**src/rtl/dyn_prio_arbiter.sv**
```systemverilog
module dyn_prio_arbiter #(
  parameter int N  = 8,
  parameter int PW = 4
) (
  input  logic            clk,
  input  logic            rst_n,
  input  logic [N-1:0]    req,
  input  logic [N*PW-1:0] prio,
  output logic [N-1:0]    grant,
  output logic            done
);
  localparam int L  = $clog2(N);
  localparam int IW = (L > 0) ? L : 1;
  localparam int LW = $clog2(L + 1) > 0 ? $clog2(L + 1) : 1;

  typedef struct packed {
    logic          v;
    logic [IW-1:0] idx;
    logic [PW-1:0] p;
  } node_t;

  typedef enum logic [1:0] {S_IDLE, S_EVAL, S_GRANT} state_t;

  state_t        state;
  node_t         cur [N];
  logic [LW-1:0] lvl;
  node_t         tr  [L+1][N];
  logic [L-1:0]  need;
  logic [LW-1:0] adv;

  always_comb begin
    node_t a, b;
    for (int j = 0; j < N; j++) tr[0][j] = cur[j];
    for (int i = 0; i < L; i++) begin
      need[i] = 1'b0;
      for (int j = 0; j < N; j++) tr[i+1][j] = '0;
      for (int j = 0; j < N/2; j++) begin
        a = tr[i][2*j];
        b = tr[i][2*j+1];
        if (a.v && b.v) begin
          need[i]     = 1'b1;
          tr[i+1][j]  = (b.p > a.p) ? b : a;
        end else begin
          tr[i+1][j]  = a.v ? a : b;
        end
      end
    end
  end

  always_comb begin
    logic seen, stop;
    seen = 1'b0;
    stop = 1'b0;
    adv  = '0;
    for (int i = 0; i < L; i++) begin
      if (!stop && (i < L - int'(lvl))) begin
        if (need[i] && seen) stop = 1'b1;
        else begin
          seen = seen | need[i];
          adv  = LW'(i + 1);
        end
      end
    end
  end

  always_ff @(posedge clk) begin
    if (!rst_n) begin
      state <= S_IDLE;
      lvl   <= '0;
      grant <= '0;
      done  <= 1'b0;
      for (int j = 0; j < N; j++) cur[j] <= '0;
    end else begin
      done <= 1'b0;
      case (state)
        S_IDLE: if (|req) begin
          for (int j = 0; j < N; j++) begin
            cur[j].v   <= req[j];
            cur[j].idx <= IW'(j);
            cur[j].p   <= prio[j*PW +: PW];
          end
          lvl   <= '0;
          state <= S_EVAL;
        end
        S_EVAL: begin
          for (int j = 0; j < N; j++) cur[j] <= tr[adv][j];
          lvl <= lvl + adv;
          if (int'(lvl) + int'(adv) >= L) begin
            grant <= N'(1) << tr[adv][0].idx;
            done  <= 1'b1;
            state <= S_GRANT;
          end
        end
        S_GRANT: if ((grant & req) == '0) begin
          grant <= '0;
          lvl   <= '0;
          for (int j = 0; j < N; j++) cur[j] <= '0;
          state <= S_IDLE;
        end
        default: state <= S_IDLE;
      endcase
    end
  end
endmodule

```
**config.mk**
```make
export PLATFORM = sky130hd
export DESIGN_NAME = dyn_prio_arbiter
export DESIGN_NICKNAME = d
export VERILOG_FILES = /design/src/rtl/dyn_prio_arbiter.sv
export SDC_FILE = /design/constraint.sdc
export NUM_CORES = 1
export LEC_CHECK = 0
export ABC_AREA = 0
export BUFFER_PORTS_ARGS = -buffer_cell sky130_fd_sc_hd__buf_2
export CORE_MARGIN = 2
export CORE_UTILIZATION = 35
export CTS_CLUSTER_DIAMETER = 150
export DETAILED_ROUTE_END_ITERATION = 7
export GPL_ROUTABILITY_DRIVEN = 0
export PLACE_DENSITY = 0.57
export SLEW_MARGIN = 20
export SYNTH_ARGS = -nofsm -noshare
export SYNTH_HDL_FRONTEND = slang
export SYNTH_SLANG_ARGS = --single-unit
```
**constraint.sdc**
```tcl
create_clock -name clk -period 9.65 [get_ports clk]
set_input_delay 0.4825 -clock clk [delete_from_list [all_inputs] [get_ports clk]]
set_output_delay 0.4825 -clock clk [all_outputs]
set_load 0.01 [all_outputs]
```
After elaboration in Yosys (flattened, before gate mapping):

Memory sizes are Yosys's and may differ from the RTL's.
Index checks and enable logic that the tools add are counted.

* register bits: 13
* RAM bits: 64
* output and inout bits: 9
* logic and storage cells: 256
* memories kept: 1

Memories
* cur: depth 8, bits a word 8, rd ports 8, clocked after Yosys merged registers in 0, wr ports 8, RTL line 25 `node_t cur [N];`

* add/subtract/negate cells: 3
* order comparisons: 12
* equality and inequality tests: 5
* shift-type cells: 1
* mux-type cells: 135
* bitwise gates (word level): 75
* reductions and logical operators: 20

Operator list (count)
* 8-bit two-way mux: 23
* 64-bit binary-select mux with 2-bit select: 1
* 64-bit two-way mux: 2
* 4-bit two-way mux: 24
* 1-bit OR: 73
* 3-bit two-way mux: 24
* 1-bit two-way mux: 50
* 4-bit greater-than comparator: 7
* 2-bit two-way mux: 8
* 8-bit one-hot mux with 2 select lines: 1
* 2-bit one-hot mux with 3 select lines: 2
* 1-bit logical AND: 10
* 3-bit AND reduction: 3
* 8-bit bitwise AND: 1
* 8-bit logical NOT: 1
* 8-bit OR reduction: 1
* 1-bit by 3-bit left shift with 8-bit output (first input constant): 1
* 2-bit inequality test (second input constant): 3
* 2-bit by 2-bit adder with 3-bit output: 1
* 3-bit by 2-bit greater-or-equal comparator with 1-bit output (second input constant): 1
* 3-bit greater-or-equal comparator (second input constant): 1
* 1-bit by 3-bit < comparator with 1-bit output (first input constant): 1
* 2-bit by 3-bit < comparator with 1-bit output (first input constant): 1
* 3-bit < comparator (first input constant): 1
* other kinds (10): 10

Longest topological paths before layout:

An unclocked memory read counts as a cell.

* depth in word-level cells: 20
* depth in mapped cells: 29
* gate-level depth less buffers: 27

Least setup slack after synthesis:

OpenSTA, ideal clock, no wires.

* path type: reg2reg
* from: memory cur[1][17] (netlist name)
* to: register grant[0]
* setup time: 0.096 ns
* data arrival time: 5.339 ns
* data required time: 9.554 ns
* path slack: 4.215 ns
* stages on the path, launching flop included: 27
* buffers on the path: 1
* clock period less this slack: 5.435 ns
* cells stage by stage: dfxtp_1 -> inv_1 -> ha_1 -> nor2b_1 -> o211ai_1 -> a31o_4 -> mux2_2 -> ha_1 -> nand2_1 -> nor2_1 -> nand2_1 -> mux2_2 -> a32o_1 -> a221oi_4 -> buf_6 -> mux2_2 -> ha_1 -> nor2b_1 -> o21a_1 -> o21a_1 -> o211ai_1 -> a21oi_1 -> nand2b_1 -> nor2_1 -> mux2_4 -> or2_1 -> o41ai_2

RTL lines
* from (decl): RTL line 25
* to (signal assigned): RTL line 89 `grant <= N'(1) << tr[adv][0].idx;`
* to (decl): RTL line 9 `output logic [N-1:0] grant,`

==> impl_metrics.json <==
{
  "fin_crit_ns": 6.809,
  "clock_latency_ns": 0.35,
  "rows": 42,
  "max_cap_violations": 0,
  "dp_cells": 743,
  "r2r_start": "cur[1][1]$_DFFE_PP_",
  "crit_fanout": 13,
  "holdPathStages": 3,
  "routedWlPerCell_um": 18.56,
  "total_power_w": 0.002332,
  "wl_um": 14090,
  "post_cts_buffers": 0,
  "gr-total-overflow": 0,
  "hold_class": "primary input to flop",
  "avgSynthCellArea_um2": 8.897,
  "io_pins": 51,
  "p_leak_nw": 2.191,
  "synthCells": 532,
  "drt_iter0_drc": 350,
  "setup-violations-final": 0,
  "use_met2": 0.3150,
  "drive_above_1_share": 0.1750,
  "synth_nets": 601,
  "core_area_mm2": 0.01324,
  "ys_seq_area_frac": 0.3637,
  "hold_start": "prio[31]",
  "netlist_area_mm2": 0.004733,
  "grt_pass1_wl_um": 22400,
  "finalCritPeriodShare": 0.7056,
  "min_to": "cur[1][27]$_SDFFE_PP0P_",
  "fp.dieH_um": 120.3,
  "postRouteAntennaNets": 0,
  "fin_skew_ns": 0.005248,
  "grt_busiest_layer": "met2",
  "cp-start-kind": "flop",
  "fin_cells": 759,
  "status": "finished, final reports clean",
  "hold_buffers": 0,
  "vias": 4338,
  "met1_usage": 0.2691,
  "power-per-cell-area_mw_per_mm2": 427.4,
  "drtPass1Iterations": 6,
  "die-area_mm2": 0.01447,
  "yosysUniqueCellTypes": 61,
  "cts_buffers": 9,
  "num_antenna_cells": 0,
  "antenna_found_initial": 0,
  "gr-usage-met3": 0.04434,
  "synth_ff_type": "dfxtp_1",
  "cts-resized-gates": 0,
  "slew_headroom": 0.3548,
  "rsz0062_at_grt": "no",
  "fin_setup_tns_ns": 0,
  "fmaxAchievable_ghz": 0.1469,
  "reg2reg_slack_ns": 2.84,
  "dp_hpwl_um": 10410,
  "h-tree-depth": 3,
  "fin_nets": 647,
  "nFillCells": 1341,
  "port_buffers": 50,
  "grt_max_degree": 35,
  "grt.total_usage": 0.2004,
  "cts_tree": "yes",
  "hold_violations": 0,
  "seqCellArea_mm2": 0.001722,
  "die_w_um": 120.3,
  "arrival_ns": 7.06,
  "multiInputGateArea_mm2": 0.002778,
  "ir_worst_vdd_mv": 0.1230,
  "finish.utilization": 0.4120,
  "max_slew.worst_pin.slew_ns": 0.9678,
  "area_delta_synth_final_pct": 15.28,
  "clockRootBuffer": "clkbuf_16",
  "reg2reg_depth": 25,
  "drc_errors": 0,
  "cts_buffer_depth": 2,
  "crit_required_ns": 9.90,
  "cts.sinks": 70,
  "endpoint_kind": "flop",
  "async_reset_ff_frac": 0,
  "synth_seq_cells": 70,
  "synth_edf_count": 32,
  "path_class": "flop to flop",
  "rr_endpoint": "grant[0]$_SDFFE_PN0P_",
  "clkTransAtPathRegs_ns": 0.06,
  "via_per_inst": 5.715,
  "yosysWarnings": 0,
  "grt_pass1_vias": 4269,
  "initial_core_util": 0.3574,
  "slew_violations": 0
}
## worst max-delay path, cell delays in order (launching register included)
cell and delay (ns):
edfxtp_1 0.38, inv_1 0.08, ha_1 0.23, nor2b_1 0.14
o211ai_1 0.20, a31o_1 0.39, mux2i_1 0.44, ha_1 0.20
nand2_1 0.09, nor2_1 0.14, nand2_1 0.07, mux2_2 0.27
a32o_1 0.23, a221oi_4 0.58, mux2_2 0.44, ha_1 0.31
nor2b_1 0.13, o21a_1 0.11, o21a_1 0.11, o211ai_1 0.08
a21oi_1 0.78, nand2b_1 0.35, nor2_1 0.08, mux2_4 0.29
or2_1 0.24, o41ai_2 0.35
## synthesized netlist by cell type (4+ instances only)
library cell	number	share of area
dfxtp_1	38	0.16
o21ai_0	36	0.038
clkbuf_1	17	0.013
ha_1	27	0.071
mux2_4	5	0.016
mux2_2	7	0.017
and2_1	4	0.0053
and3_1	7	0.0093
nor2_1	59	0.047
o211ai_1	7	0.011
o21a_1	5	0.0079
a21boi_0	4	0.0063
a22oi_1	29	0.046
nor3_1	7	0.0074
edfxtp_1	32	0.20
nand2_1	56	0.044
o31ai_1	4	0.0063
nor2b_1	9	0.012
inv_1	30	0.024
nand3_1	4	0.0042
nand4_1	5	0.0066
a31o_1	4	0.0074
a21oi_1	33	0.035
a32o_1	5	0.011
a211oi_1	12	0.019
mux2i_1	30	0.063
## through the flow
stage,hold slack (ns),setup slack [ns],area [µm²]
2_1_floorplan,0.4444,4.215,4733
3_3_place_gp,0.4662,3.285,5151
3_5_place_dp,0.4750,2.916,5151
4_1_cts,0.3743,2.893,5454
5_1_grt,0.3975,2.444,5456
6_report,0.3786,2.841,5456
## worst max-delay path by stage
stage / startpoint / end / slack (ns) / cells after the start
after CTS: cur[1][1]$_DFFE_PP_ / grant[0]$_SDFFE_PN0P_ / 2.89 / 25
after global routing: cur[1][1]$_DFFE_PP_ / grant[0]$_SDFFE_PN0P_ / 2.44 / 25
after floorplan: cur[1][17]$_SDFFE_PP0P_ / grant[0]$_SDFFE_PN0P_ / 4.22 / 26
final: cur[1][1]$_DFFE_PP_ / grant[0]$_SDFFE_PN0P_ / 2.84 / 25
after detailed placement: cur[1][1]$_DFFE_PP_ / grant[0]$_SDFFE_PN0P_ / 2.92 / 25
after global placement: cur[1][17]$_SDFFE_PP0P_ / grant[0]$_SDFFE_PN0P_ / 3.29 / 25
## kinds of logic after synthesis
group | count (synthesis) | share of synthesized area
compound gates | 167 | 0.2480
xor+xnor | 2 | 0.003701
fa+ha+maj | 27 | 0.07137
buf+inv | 56 | 0.04996
flops | 70 | 0.3637
mux | 44 | 0.1036
simple gates | 166 | 0.1597
## power by group
part	total, W	internal, W	switching (W)	leakage, nW
Sequential	0.000546	0.000431	0.000116	0.687
Combinational	0.00145	0.000571	0.000878	1.36
Clock	0.000336	0.000198	0.000138	0.147
## state kept, by name, indices dropped and copies added, names as in the netlist
register / count
grant: 8
state: 2
cur: 57
lvl: 2
done: 1
## cell type report
cell class / instances / area share
clock buffer: 11 / 0.04838
multi-input combinational: 406 / 0.5091
tap: 176 / 0.04036
timing repair buffer: 58 / 0.05687
inverter: 33 / 0.02270
sequential: 70 / 0.3155
clock inverter: 5 / 0.007108
## layer usage
metal  up-vias  part of all wire
li1       2077                 -
met1      2078              0.47
met2       166              0.45
met3        17             0.065
met4         0             0.018
met5         -                 0
## cells in the final DEF, fill, tap and decap left out, types with 2 or more instances in the layout
cell | synthesis | layout
nand3_1 | 4 | 4
ha_1 | 27 | 27
a32o_1 | 5 | 5
o21ai_0 | 36 | 36
a22oi_1 | 29 | 29
o211ai_1 | 7 | 7
inv_1 | 30 | 30
buf_2 | 3 | 50
a21boi_0 | 4 | 4
and3_1 | 7 | 7
buf_4 | 0 | 8
and2_1 | 4 | 4
nor2b_1 | 9 | 9
mux2_2 | 7 | 7
dfxtp_1 | 38 | 38
o21ai_1 | 2 | 2
a31o_1 | 4 | 4
a21oi_1 | 33 | 33
edfxtp_1 | 32 | 32
a31oi_1 | 3 | 3
clkinv_1 | 3 | 3
nand2b_1 | 2 | 2
o21a_1 | 5 | 5
nor2_1 | 59 | 59
o22ai_1 | 3 | 3
mux2i_1 | 30 | 30
nor4_1 | 3 | 3
clkbuf_16 | 0 | 10
nor3_1 | 7 | 7
a211oi_2 | 2 | 2
mux2_4 | 5 | 5
a221oi_1 | 3 | 3
or2_4 | 2 | 2
a211oi_1 | 12 | 12
o31ai_1 | 4 | 4
nand2_1 | 56 | 55
nor3b_1 | 2 | 2
o221ai_1 | 3 | 3
clkinv_4 | 0 | 2
nand4_1 | 5 | 5
No activity file was read; power rests on OpenSTA's default activity.
